==> src/rtl/oc_pkg.sv <==
package oc_pkg;
    localparam int NCH     = 5;
    localparam int DW      = 8;
    localparam int AW      = 5;
    localparam int CW      = 16;
    localparam int FLD_LSB = DW - NCH;
    localparam int MODE_W  = 2 * (NCH - 1);

    localparam logic [AW-1:0] A_FORCE    = 5'h00;
    localparam logic [AW-1:0] A_MASK     = 5'h01;
    localparam logic [AW-1:0] A_DATA     = 5'h02;
    localparam logic [AW-1:0] A_MODE     = 5'h03;
    localparam logic [AW-1:0] A_FLAG     = 5'h04;
    localparam logic [AW-1:0] A_CNT_HI   = 5'h05;
    localparam logic [AW-1:0] A_CNT_LO   = 5'h06;
    localparam logic [AW-1:0] A_CMP_BASE = 5'h08;

    typedef enum logic [1:0] {
        OC_KEEP = 2'b00,
        OC_TOG  = 2'b01,
        OC_LOW  = 2'b10,
        OC_HIGH = 2'b11
    } oc_mode_e;

    typedef struct packed {
        logic          wr;
        logic [AW-1:0] addr;
        logic [DW-1:0] wdata;
    } oc_bus_t;

    // Field bit j (register bit j+FLD_LSB) belongs to channel NCH-j.
    function automatic logic [AW-1:0] cmp_hi_addr(input int j);
        return A_CMP_BASE + AW'(2 * (NCH - 1 - j));
    endfunction

    function automatic logic [NCH-1:0] field_of(input logic [DW-1:0] b);
        return b[DW-1 -: NCH];
    endfunction

    function automatic logic apply_mode(input oc_mode_e m, input logic cur);
        case (m)
            OC_TOG:  return ~cur;
            OC_LOW:  return 1'b0;
            OC_HIGH: return 1'b1;
            default: return cur;
        endcase
    endfunction
endpackage

==> src/rtl/oc_counter.sv <==
module oc_counter
    import oc_pkg::*;
#(
    parameter int W = CW
) (
    input  logic         clk,
    input  logic         rst,
    input  logic         tick,
    output logic [W-1:0] cnt_q,
    output logic [W-1:0] cnt_next
);
    assign cnt_next = cnt_q + W'(1);

    always_ff @(posedge clk) begin
        if (rst)       cnt_q <= '0;
        else if (tick) cnt_q <= cnt_next;
    end
endmodule

==> src/rtl/oc_cmp_reg.sv <==
module oc_cmp_reg
    import oc_pkg::*;
#(
    parameter logic [AW-1:0] HI_ADDR = A_CMP_BASE
) (
    input  logic          clk,
    input  logic          rst,
    input  oc_bus_t       bus,
    input  logic [CW-1:0] cnt_next,
    output logic [CW-1:0] cmp_q,
    output logic          match
);
    localparam logic [AW-1:0] LO_ADDR = HI_ADDR + AW'(1);

    always_ff @(posedge clk) begin
        if (rst) begin
            cmp_q <= '1;
        end else if (bus.wr) begin
            if (bus.addr == HI_ADDR) cmp_q[CW-1:DW] <= bus.wdata;
            if (bus.addr == LO_ADDR) cmp_q[DW-1:0]  <= bus.wdata;
        end
    end

    assign match = (cnt_next == cmp_q);
endmodule

==> src/rtl/oc_pin_ctl.sv <==
module oc_pin_ctl
    import oc_pkg::*;
(
    input  logic              clk,
    input  logic              rst,
    input  logic [NCH-1:0]    fire,
    input  logic [NCH-1:0]    mask,
    input  logic [NCH-1:0]    data,
    input  logic [MODE_W-1:0] mode,
    output logic [NCH-1:0]    pin_q
);
    logic [NCH-1:0] pin_n;
    logic           lead_fire;

    assign lead_fire = fire[NCH-1];

    for (genvar j = 0; j < NCH; j++) begin : g_pin
        if (j == NCH - 1) begin : g_lead
            // Pin driven only by channel 1's masked group.
            assign pin_n[j] = (lead_fire && mask[j]) ? data[j] : pin_q[j];
        end else begin : g_mode
            logic own_val;
            assign own_val  = apply_mode(oc_mode_e'(mode[2*j+1 -: 2]), pin_q[j]);
            assign pin_n[j] = (lead_fire && mask[j]) ? data[j]
                            : fire[j]                ? own_val
                            :                          pin_q[j];
        end
    end

    always_ff @(posedge clk) begin
        if (rst) pin_q <= '0;
        else     pin_q <= pin_n;
    end
endmodule

==> src/rtl/oc_bank.sv <==
module oc_bank
    import oc_pkg::*;
(
    input  logic          clk,
    input  logic          rst,
    input  logic          tick,
    input  logic          wr_en,
    input  logic [AW-1:0] addr,
    input  logic [DW-1:0] wdata,
    output logic [DW-1:0] rdata,
    output logic [NCH-1:0] pin_o,
    output logic [NCH-1:0] flag_o
);
    oc_bus_t bus;
    assign bus = '{wr: wr_en, addr: addr, wdata: wdata};

    logic [CW-1:0]     cnt_q, cnt_next;
    logic [CW-1:0]     cmp_q [NCH];
    logic [NCH-1:0]    match, fire, force_pend, mask_q, data_q, flag_q, wfld;
    logic [MODE_W-1:0] mode_q;
    logic              wr_force, wr_mask, wr_data, wr_mode, wr_flag;

    oc_counter #(.W(CW)) i_cnt (
        .clk      (clk),
        .rst      (rst),
        .tick     (tick),
        .cnt_q    (cnt_q),
        .cnt_next (cnt_next)
    );

    for (genvar j = 0; j < NCH; j++) begin : g_ch
        oc_cmp_reg #(.HI_ADDR(cmp_hi_addr(j))) i_cmp (
            .clk      (clk),
            .rst      (rst),
            .bus      (bus),
            .cnt_next (cnt_next),
            .cmp_q    (cmp_q[j]),
            .match    (match[j])
        );
    end

    assign wfld     = field_of(wdata);
    assign wr_force = wr_en && (addr == A_FORCE);
    assign wr_mask  = wr_en && (addr == A_MASK);
    assign wr_data  = wr_en && (addr == A_DATA);
    assign wr_mode  = wr_en && (addr == A_MODE);
    assign wr_flag  = wr_en && (addr == A_FLAG);

    // A pending force is consumed by the step; one written during a step waits for the next.
    assign fire = tick ? (match | force_pend) : '0;

    always_ff @(posedge clk) begin
        if (rst) begin
            force_pend <= '0;
            mask_q     <= '0;
            data_q     <= '0;
            mode_q     <= '0;
            flag_q     <= '0;
        end else begin
            if (tick)          force_pend <= wr_force ? wfld : '0;
            else if (wr_force) force_pend <= force_pend | wfld;
            if (wr_mask) mask_q <= wfld;
            if (wr_data) data_q <= wfld;
            if (wr_mode) mode_q <= wdata;
            flag_q <= (flag_q & ~(wr_flag ? wfld : '0)) | (tick ? match : '0);
        end
    end

    oc_pin_ctl i_pins (
        .clk   (clk),
        .rst   (rst),
        .fire  (fire),
        .mask  (mask_q),
        .data  (data_q),
        .mode  (mode_q),
        .pin_q (pin_o)
    );

    assign flag_o = flag_q;

    always_comb begin
        rdata = '0;
        case (addr)
            A_MASK:   rdata = {mask_q, {FLD_LSB{1'b0}}};
            A_DATA:   rdata = {data_q, {FLD_LSB{1'b0}}};
            A_MODE:   rdata = mode_q;
            A_FLAG:   rdata = {flag_q, {FLD_LSB{1'b0}}};
            A_CNT_HI: rdata = cnt_q[CW-1:DW];
            A_CNT_LO: rdata = cnt_q[DW-1:0];
            default: begin
                for (int j = 0; j < NCH; j++) begin
                    if (addr == cmp_hi_addr(j))          rdata = cmp_q[j][CW-1:DW];
                    if (addr == cmp_hi_addr(j) + AW'(1)) rdata = cmp_q[j][DW-1:0];
                end
            end
        endcase
    end
endmodule

==> config.mk <==
export PLATFORM = sky130hd
export DESIGN_NAME = oc_bank
export DESIGN_NICKNAME = d
export VERILOG_FILES = /design/src/rtl/oc_pkg.sv /design/src/rtl/oc_counter.sv /design/src/rtl/oc_cmp_reg.sv /design/src/rtl/oc_pin_ctl.sv /design/src/rtl/oc_bank.sv
export SDC_FILE = /design/constraint.sdc
export NUM_CORES = 1
export LEC_CHECK = 0
export ABC_CLOCK_PERIOD_IN_PS = 8300
export BUFFER_PORTS_ARGS = -buffer_cell sky130_fd_sc_hd__buf_2
export CAP_MARGIN = 0
export CELL_PAD_IN_SITES_DETAIL_PLACEMENT = 1
export CELL_PAD_IN_SITES_GLOBAL_PLACEMENT = 1
export CORE_MARGIN = 1
export CORE_UTILIZATION = 52
export CTS_BUF_LIST = sky130_fd_sc_hd__clkbuf_8 sky130_fd_sc_hd__clkbuf_16
export DETAILED_ROUTE_END_ITERATION = 8
export GPL_TIMING_DRIVEN = 0
export MAX_ROUTING_LAYER = met4
export PLACE_DENSITY = 0.89
export SLEW_MARGIN = 20
export SYNTH_ARGS = -nofsm -noshare
export SYNTH_HDL_FRONTEND = slang
export SYNTH_SLANG_ARGS = --single-unit
==> constraint.sdc <==
create_clock -name clk -period 8.3 [get_ports clk]
set_input_delay 0.415 -clock clk [delete_from_list [all_inputs] [get_ports clk]]
set_output_delay 0.415 -clock clk [all_outputs]
set_load 0.01 [all_outputs]
# Word-level counts from Yosys, hierarchy flattened
# Index checks and enable logic that the tools add are counted.
[word_totals] ff_bits=129 in_bits=17 out_inout_bits=18 wordCells=127
[classes] add_sub_neg=1 n_eq_ne=33 muxes=29 n_bitwise=9 n_reduce_logical=34
[op_table] operator="$eq 16x16->1" count=5
[op_table] operator="$mux 8" count=10
[op_table] operator="$pmux 8 s6" count=1
[op_table] operator="$eq 5x4->1 const B" count=8
[op_table] operator="$mux 5" count=6
[op_table] operator="$reduce_and 2->1" count=14
[op_table] operator="$add 16x1->16 const B" count=1
[op_table] operator="$eq 2x2->1 const B" count=8
[op_table] operator="$reduce_bool 4->1" count=4
[op_table] operator="$eq 5x3->1 const B" count=3
[op_table] operator="$or 5x5->5" count=3
[op_table] operator="$pmux 1 s3" count=4
[op_table] operator="$eq 5x2->1 const B" count=2
[op_table] operator="$eq 5x5->1 const B" count=2
[op_table] operator="$logic_and 1x1->1" count=10
[op_table] operator="$reduce_bool 2->1" count=5
[op_table] operator="$eq 2x1->1 const B" count=4
[op_table] operator="$mux 1" count=8
[op_table] operator="$and 5x5->5" count=1
[op_table] operator="$eq 5x1->1 const B" count=1
[op_table] operator="$logic_not 5->1" count=1
[op_table] operator="$not 5->5" count=1
[op_table] operator="$not 1->1" count=4

# Depth between registers and ports, before layout
# Gate-level depths: netlist (run 1).
[depth] word_depth=12 ltp_mapped=11

# By module
# From an unflattened synthesis (run 1), not the netlist that was laid out.
[unflattened] cells_unflattened=938 area_unflattened_um2=7928.9
[by_module_without_submodules] module="oc_bank" instances=1 cells_per_inst=337 area_each_um2=2481.1
[by_module_without_submodules] module="oc_counter" instances=1 cells_per_inst=116 area_each_um2=972.2
[by_module_without_submodules] module="oc_cmp_reg (g_ch[2].i_cmp)" instances=1 cells_per_inst=97 area_each_um2=899.6
[by_module_without_submodules] module="oc_cmp_reg (g_ch[4].i_cmp)" instances=1 cells_per_inst=97 area_each_um2=865.8
[by_module_without_submodules] module="oc_cmp_reg (g_ch[0].i_cmp)" instances=1 cells_per_inst=83 area_each_um2=802.0
[by_module_without_submodules] module="oc_cmp_reg (g_ch[3].i_cmp)" instances=1 cells_per_inst=83 area_each_um2=790.8
[by_module_without_submodules] module="oc_cmp_reg (g_ch[1].i_cmp)" instances=1 cells_per_inst=83 area_each_um2=788.3
[by_module_without_submodules] module="oc_pin_ctl" instances=1 cells_per_inst=42 area_each_um2=329.1

# Least setup slack after synthesis (run 1)
# Ideal clock, no wire load.
[synth_timing] kind="register to register" startpoint="register i_cnt.cnt_q[1]" endpoint="register i_pins.pin_q[0]" setup_time_ns=0.116 arrival_time_ns=2.719 required_time_ns=8.184 setup_slack_ns=5.465 path_stages_with_launch=10 path_buffers=0 period_less_slack_ns=2.835 path_cell_list="dfxtp_1 -> ha_1 -> nand4_1 -> nor4_2 -> xnor2_1 -> nand2_1 -> or4_4 -> o31ai_4 -> a21oi_1 -> a31o_1"
[synth_via] elab_chain_cells=7 elab_cells_between_ends=10 cone_classes="1 x add/sub; 2 x eq/ne; 2 x mux; 1 x bitwise; 4 x reduce/logical"
[synth_lines] element="start, declared" line_no="oc_counter.sv:9" rtl="output logic [W-1:0] cnt_q,"
[synth_lines] element="start signal, assigned" line_no="oc_counter.sv:16" rtl="else if (tick) cnt_q <= cnt_next;"
[synth_lines] element="$add 16x1->16 *" line_no="oc_counter.sv:12" rtl="assign cnt_next = cnt_q + W'(1);"
[synth_lines] element="$eq 16x16->1" line_no="oc_cmp_reg.sv:24" rtl="assign match = (cnt_next == cmp_q);"
[synth_lines] element="$or 5x5->5 *" line_no="oc_bank.sv:50" rtl="assign fire = tick ? (match | force_pend) : '0;"
[synth_lines] element="$mux 5 *" line_no="oc_bank.sv:50"
[synth_lines] element="$logic_and 1x1->1" line_no="oc_pin_ctl.sv:24" rtl="assign pin_n[j] = (lead_fire && mask[j]) ? data[j]"
[synth_lines] element="$reduce_bool 4->1 (no source line) or $reduce_bool 2->1 (tied branches)"
[synth_lines] element="$reduce_and 2->1 (no source line)"
[synth_lines] element="end signal, assigned" line_no="oc_pin_ctl.sv:32" rtl="else pin_q <= pin_n;"
[synth_lines] element="end, declared" line_no="oc_pin_ctl.sv:10" rtl="output logic [NCH-1:0] pin_q"
# Every way passes the cells marked *; elsewhere a longest branch is shown, timed or not.
# A chain may end at the register's enable or synchronous reset.

# Worst setup path in the final report (run 1)
[layout_timing] startpoint="register i_cnt.cnt_q[1]" endpoint="register i_pins.pin_q[2]"
# Same word-level chain as after synthesis.

==> results of run 1 <==
worst max-delay path: stages (launching register included):
cell	delay, ns
dfxtp_1	0.57
ha_1	0.32
nand4_1	0.38
nor4_2	0.87
o21ai_1	0.17
a2111oi_1	0.85
o21ai_0	0.19
or3_1	0.34
a32o_1	0.22
final cells by class:
cell class                      instances  area [um^2]  share of cell area [%]
Buffer                                 79        342.8                   3.708
Clock buffer                           19        452.9                   4.899
Clock inverter                         13        141.4                   1.529
Inverter                               13        48.80                  0.5277
Multi-Input combinational cell        743         5254                   56.82
Sequential cell                       129         2582                   27.93
Tap cell                              211        264.0                   2.855
Timing Repair Buffer                   32        160.2                   1.732
cell usage after synthesis (4+ instances only):
library cell,instances
and3_1,76
nand4_1,26
ha_1,4
a22o_1,9
o22ai_1,5
a21oi_1,36
nand2b_1,13
a221oi_1,9
or3_1,6
mux2i_1,13
and2_1,9
nor4_1,10
nand2_1,90
a211o_1,66
and3b_1,4
clkbuf_1,55
buf_1,6
xnor3_1,17
o21ai_0,22
nand3b_1,18
o211ai_1,5
and4_1,4
buf_2,13
a22oi_1,24
a31oi_1,6
a222oi_1,8
nand3_1,35
xnor2_1,49
nor2b_1,4
nor3_1,15
xor2_1,23
dfxtp_1,129
inv_1,12
nor2_1,67
metal layers:
metal	part of all wire [%]	vias to the layer above	routed length [um]	track usage, %
met3	12	176	4635	12.56
met5	0	-	0	-
met1	38	4360	14060	58.30
met2	43	575	16000	69.72
met4	6.8	0	2535	30.10
li1	-	3727	-	-
cells by family (layout without fill, tap and decap cells):
logic type,after synthesis,in the layout,share of synthesized area [%]
AND/OR/NAND/NOR,398,398,26.44
multiplexers,14,14,1.722
adder cells (fa/ha/maj),4,4,0.6096
XOR/XNOR,90,90,12.63
flip-flops,129,129,31.45
buffers and inverters,92,156,4.770
AO/OA/AOI/OAI,237,237,22.37
registers in the layout, indices dropped and copies added (netlist names):
| register | flops |
|---|---|
| flag_o | 5 |
| mode_q | 8 |
| g_ch.i_cmp.cmp_q | 80 |
| i_pins.pin_q | 5 |
| i_cnt.cnt_q | 16 |
| data_q | 5 |
| force_pend | 5 |
| mask_q | 5 |
metrics by stage:
step	power [W]	worst slack [ns]	hold slack [ns]
after CTS	0.001549	4.248	0.3153
after global routing	0.001589	4.128	0.3122
after detailed placement	0.0007860	4.286	0.4830
after global placement	0.0007825	4.322	0.4558
final	0.001562	4.292	0.3150
after floorplan	0.0007294	5.465	0.4562
worst paths after layout:
kind / to / slack, ns / depth (start not counted)
setup / recovery: i_pins.pin_q[2] / 4.29 / 8
hold / removal: g_ch[0].i_cmp.cmp_q[1] / 0.32 / 3
setup reg to reg: i_pins.pin_q[2] / 4.29 / 8
hold reg to reg: flag_o[3] / 0.49 / 2
cells in the final DEF, fill, tap and decap left out, types with 23 or more instances in the layout:
master and instances:
clkbuf_1 55, xnor2_1 49, nor2_1 67, buf_2 45, and3_1 76, a21oi_1 36, xor2_1 23, a22oi_1 24
dfxtp_1 129, nand3_1 35, a211o_1 66, nand2_1 90, nand4_1 26
power groups by stage:
stage          registers (W)  logic (W)  clock network, W
2_1_floorplan       0.000649  0.0000807                 0
3_3_place_gp        0.000655   0.000127                 0
3_5_place_dp        0.000655   0.000131                 0
4_1_cts             0.000642   0.000133          0.000774
5_1_grt             0.000643   0.000144          0.000802
6_report            0.000643   0.000138          0.000781
==> metrics.txt, run 1 <==
sequential share of power 41.2%; P_sw 0.0004498 W; Synth area leaders dfxtp_1 (31%), a211o_1 (7.0%), and3_1 (5.8%); Slew Limit Fails 0; Starting Density 53.61%; maximum VDD drop 0.1901 mV; WP data required 8.63 ns; CP startpoint i_cnt.cnt_q[1]; cell taking the most area after synthesis dfxtp_1; RSZ-0062 raised after global routing false; total die area 16300 um^2; Synth Cell Area 8210 um^2; TritonCTS clock tree built; DR WL/cell 30.04 um; combinational power share 8.8%; WL final 37.23 mm; fmax 249.5 MHz; # fillers 1870; hold buffer count at cts 0; post-layout util 60.38%; starting DRC count in detailed routing 1210; ys flop type dfxtp_1; final setup vio count 0; Sink Count 129; CP arrival 4.34 ns; CTS buffer count 17; CP Launch Type flop; Tmin final 4.008 ns; core region area 15310 um^2; max-cap check violation count 0; NumNets Final 1036; drc violations 0; Synthesis Warnings 0; GP Congestion 1.042; leakage power total 3.751 nW; post-synth net total 985; Unique masters post-synth 81; Cell Area, Placed 8646 um^2; htree depth 4; Post-CTS Setup Bufs 0; gate count of the mapped netlist 964; Internal Power 0.001112 W; Via density 7.133; Final Non-Filler Cells 1239; Yosys reg bits 129; DP Cell Count 1207; Root Driver clkbuf_16; vias in the first global route 8598; sequential element share of the synthesized area 31.45%; Crit Reg-Reg Startpoint i_cnt.cnt_q[1]; share of cells above drive strength 1 9.825%; routed vias 8838; switching share of power 28.81%; number of detailed-routing iterations run before antenna repair 6; first-pass GRT wire length 54.63 mm; Worst Clk Skew 0.01277 ns; Area Growth Syn to Fin 12.62%; Reg clk slew, reported paths 0.07 ns; Pwr Density 168.9 nW/um^2; Final Hold Fails 0; CP Capture Type flop; Diodes inserted 0; Core Rows 45; worst-margin pin slew 1.208 ns; largest net degree at the start of global routing 17; # port buffers 32; Worst Setup Path Type flop to flop; setup_tns 0 ns; Rel. slew slack 18.72%; worst hold start wdata[1]; Clock Latency Late Sink 0.44 ns; Worst Path Max Fanout 8; Final period util 48.29%; # IOs 35; clock network power share 50.0%; Overflow after GRT 0; Die Wd 127.7 um; asr flop ratio synth 0%; Routed Antenna Nets 0; status finished, final reports clean; Mean Syn Cell Area 8.517 um^2; Post-synth EDFFs 0; hpwl dp 26.52 mm; worst-case clock buffer depth 2; post-CTS sizing 0; post-route cell area 9246 um^2; Die H 127.7 um; total track usage 47.64%; Synth top area share 31.45%; Hold Path Class primary input to flop; initial antenna violation count 0
Note: power is estimated with default switching activity, not from simulation.
==> run 2: changes to the inputs <==
--- a/config.mk
+++ b/config.mk
@@ -5,18 +5,18 @@
 export SDC_FILE = /design/constraint.sdc
 export NUM_CORES = 1
 export LEC_CHECK = 0
-export ABC_CLOCK_PERIOD_IN_PS = 8300
+export ABC_CLOCK_PERIOD_IN_PS = 4100
 export BUFFER_PORTS_ARGS = -buffer_cell sky130_fd_sc_hd__buf_2
 export CAP_MARGIN = 0
 export CELL_PAD_IN_SITES_DETAIL_PLACEMENT = 1
 export CELL_PAD_IN_SITES_GLOBAL_PLACEMENT = 1
 export CORE_MARGIN = 1
-export CORE_UTILIZATION = 52
+export CORE_UTILIZATION = 48
 export CTS_BUF_LIST = sky130_fd_sc_hd__clkbuf_8 sky130_fd_sc_hd__clkbuf_16
 export DETAILED_ROUTE_END_ITERATION = 8
 export GPL_TIMING_DRIVEN = 0
 export MAX_ROUTING_LAYER = met4
-export PLACE_DENSITY = 0.89
+export PLACE_DENSITY = 0.83
 export SLEW_MARGIN = 20
 export SYNTH_ARGS = -nofsm -noshare
 export SYNTH_HDL_FRONTEND = slang
==> constraint.sdc (replaced) <==
create_clock -name clk -period 4.1 [get_ports clk]
set_input_delay 0.205 -clock clk [delete_from_list [all_inputs] [get_ports clk]]
set_output_delay 0.205 -clock clk [all_outputs]
set_load 0.01 [all_outputs]
==> metrics.txt, run 2 (synthesized netlist as in run 1, its figures left out) <==
CTS buffer count 17 (unchanged); CP startpoint i_cnt.cnt_q[1] (unchanged); max FFs per register 80 (unchanged); worst-margin pin slew 1.077 ns (was 1.208 ns); Reg clk slew, reported paths 0.06 ns (was 0.07 ns); Crit Reg-Reg Endpoint i_pins.pin_q[2] (unchanged); Placement Setup Slack -0.004327 ns (was 4.286 ns); Worst R2R Setup Slack 0.25 ns (was 4.29 ns); Core Rows 47 (was 45); commonest non-fill, non-tap cells in the layout dfxtp_1 (129), nand2_1 (90), and3_1 (76), nor2_1 (67), a211o_1 (66) (unchanged); Largest regs g_ch.i_cmp.cmp_q x80, i_cnt.cnt_q x16, mode_q x8 (unchanged); post-route cell area 9246 um^2 (unchanged); maximum VDD drop 0.2884 mV (was 0.1901 mV); TritonCTS clock tree built (unchanged); Post-CTS Setup Bufs 0 (unchanged); drc violations 0 (unchanged); Die H 132.8 um (was 127.7 um); # port buffers 32 (unchanged); Routed Antenna Nets 0 (unchanged); Cell Area, Placed 8657 um^2 (was 8646 um^2); Worst Clk Skew 0.008969 ns (was 0.01277 ns); largest net degree at the start of global routing 17 (unchanged); status finished, final reports clean (unchanged); FF+latch area 2582 um^2 (unchanged); Overflow after GRT 0 (unchanged); Multi-input gate area 5275 um^2 (was 5254 um^2); initial antenna violation count 0 (unchanged); Final Hold Fails 0 (unchanged); Starting Density 49.33% (was 53.61%); CP Capture Type flop (unchanged); vias in the first global route 8198 (was 8598); total die area 17630 um^2 (was 16300 um^2); worst hold start wdata[2] (was wdata[1]); max-cap check violation count 0 (unchanged); worst-case clock buffer depth 2 (unchanged); Tot Pwr 0.003086 W (was 0.001562 W); # fillers 2025 (was 1870); commonest non-fill, non-tap cell in the layout dfxtp_1 (unchanged); Root Driver clkbuf_16 (unchanged); WL final 36.56 mm (was 37.23 mm); NumNets Final 1036 (unchanged); Tmin final 3.846 ns (was 4.008 ns); htree depth 4 (unchanged); CP arrival 4.17 ns (was 4.34 ns); GP Congestion 1.008 (was 1.042); Worst Setup Path Type flop to flop (unchanged); RSZ-0062 raised after global routing false (unchanged); Crit Reg-Reg Startpoint i_cnt.cnt_q[1] (unchanged); leakage power total 3.767 nW (was 3.751 nW); DP Cell Count 1216 (was 1207); largest register by flop count g_ch.i_cmp.cmp_q (unchanged); Pwr Density 333.7 nW/um^2 (was 168.9 nW/um^2); Final period util 93.81% (was 48.29%); fmax 260.0 MHz (was 249.5 MHz); Setup crit end i_pins.pin_q[2] (unchanged); share of cells above drive strength 1 9.728% (was 9.825%); final setup vio count 0 (unchanged); first-pass GRT wire length 53.97 mm (was 54.63 mm); Die Wd 132.8 um (was 127.7 um); Via density 6.883 (was 7.133); hpwl dp 27.52 mm (was 26.52 mm); Clock Latency Late Sink 0.43 ns (was 0.44 ns); # IOs 35 (unchanged); routed vias 8590 (was 8838); DR WL/cell 29.29 um (was 30.04 um); Diodes inserted 0 (unchanged); setup_tns 0 ns (unchanged); Worst Reg-to-Reg Cells 8 (unchanged); Final Non-Filler Cells 1248 (was 1239); Hold Path Class primary input to flop (unchanged); Area Growth Syn to Fin 12.62% (unchanged); WP data required 4.42 ns (was 8.63 ns); number of detailed-routing iterations run before antenna repair 6 (unchanged); core region area 16640 um^2 (was 15310 um^2); total track usage 43.39% (was 47.64%); CP Launch Type flop (unchanged); Worst Path Max Fanout 8 (unchanged); Rel. slew slack 27.67% (was 18.72%); Sink Count 129 (unchanged); Slew Limit Fails 0 (unchanged); worst setup margin 0.2537 ns (was 4.292 ns); starting DRC count in detailed routing 1114 (was 1210)
[run 2: cell type report]
type                    instances  share of cell area, %
plain buffers                  79                  3.708
well taps                     220                  2.977
clock buffers                  17                  4.601
multi-input cells             743                  57.05
flip-flops and latches        129                  27.93
repair buffers                 32                  1.732
clock inverters                15                  1.475
inverters                      13                 0.5277
[run 2: power breakdown]
group / total (W) / switching [W] / internal [W]
Combinational: 0.000282 / 0.000190 / 0.0000919
Clock: 0.00150 / 0.000662 / 0.000839
Sequential: 0.00130 / 0.0000322 / 0.00127
Total: 0.00309 / 0.000884 / 0.00220
[run 2: metrics by stage]
step	hold WS, ns	utilization, %
2_1_floorplan	0.4386	-
3_3_place_gp	0.4666	51.95
3_5_place_dp	0.4918	52.02
4_1_cts	0.1063	55.40
5_1_grt	0.1213	55.56
6_report	0.1010	55.56
[run 2: how the worst min path moves through the flow]
stage | endpoint | slack, ns | cells after the start
6_report | g_ch[0].i_cmp.cmp_q[2] | 0.10 | 3
5_1_grt | g_ch[0].i_cmp.cmp_q[1] | 0.12 | 3
4_1_cts | g_ch[0].i_cmp.cmp_q[2] | 0.11 | 3
3_5_place_dp | mode_q[7] | 0.49 | 2
3_3_place_gp | flag_o[3] | 0.47 | 2
2_1_floorplan | g_ch[0].i_cmp.cmp_q[0] | 0.44 | 2
[run 2: metal layers]
layer	track usage (%)	wire length [um]	share of wire, %
met2	62.19	15890	43
met5	-	0	0
met1	57.86	15360	42
met3	8.276	3509	9.6
met4	22.03	1800	4.9
[run 2: critical path, cell delays in order, from the launching register on]
cell	delay, ns
dfxtp_1	0.57
ha_1	0.31
nand4_1	0.44
nor4_4	0.66
o21ai_1	0.15
a2111oi_1	0.79
o21ai_0	0.20
or3_1	0.37
a32o_1	0.23
[run 2: repair_timing]
action / CTS / global route
gates resized for setup: 1 / 2
hold buffers: 0 / 0
endpoints found under the setup margin: 1 / 3
pin swaps: 0 / 0
gates cloned: 0 / 0
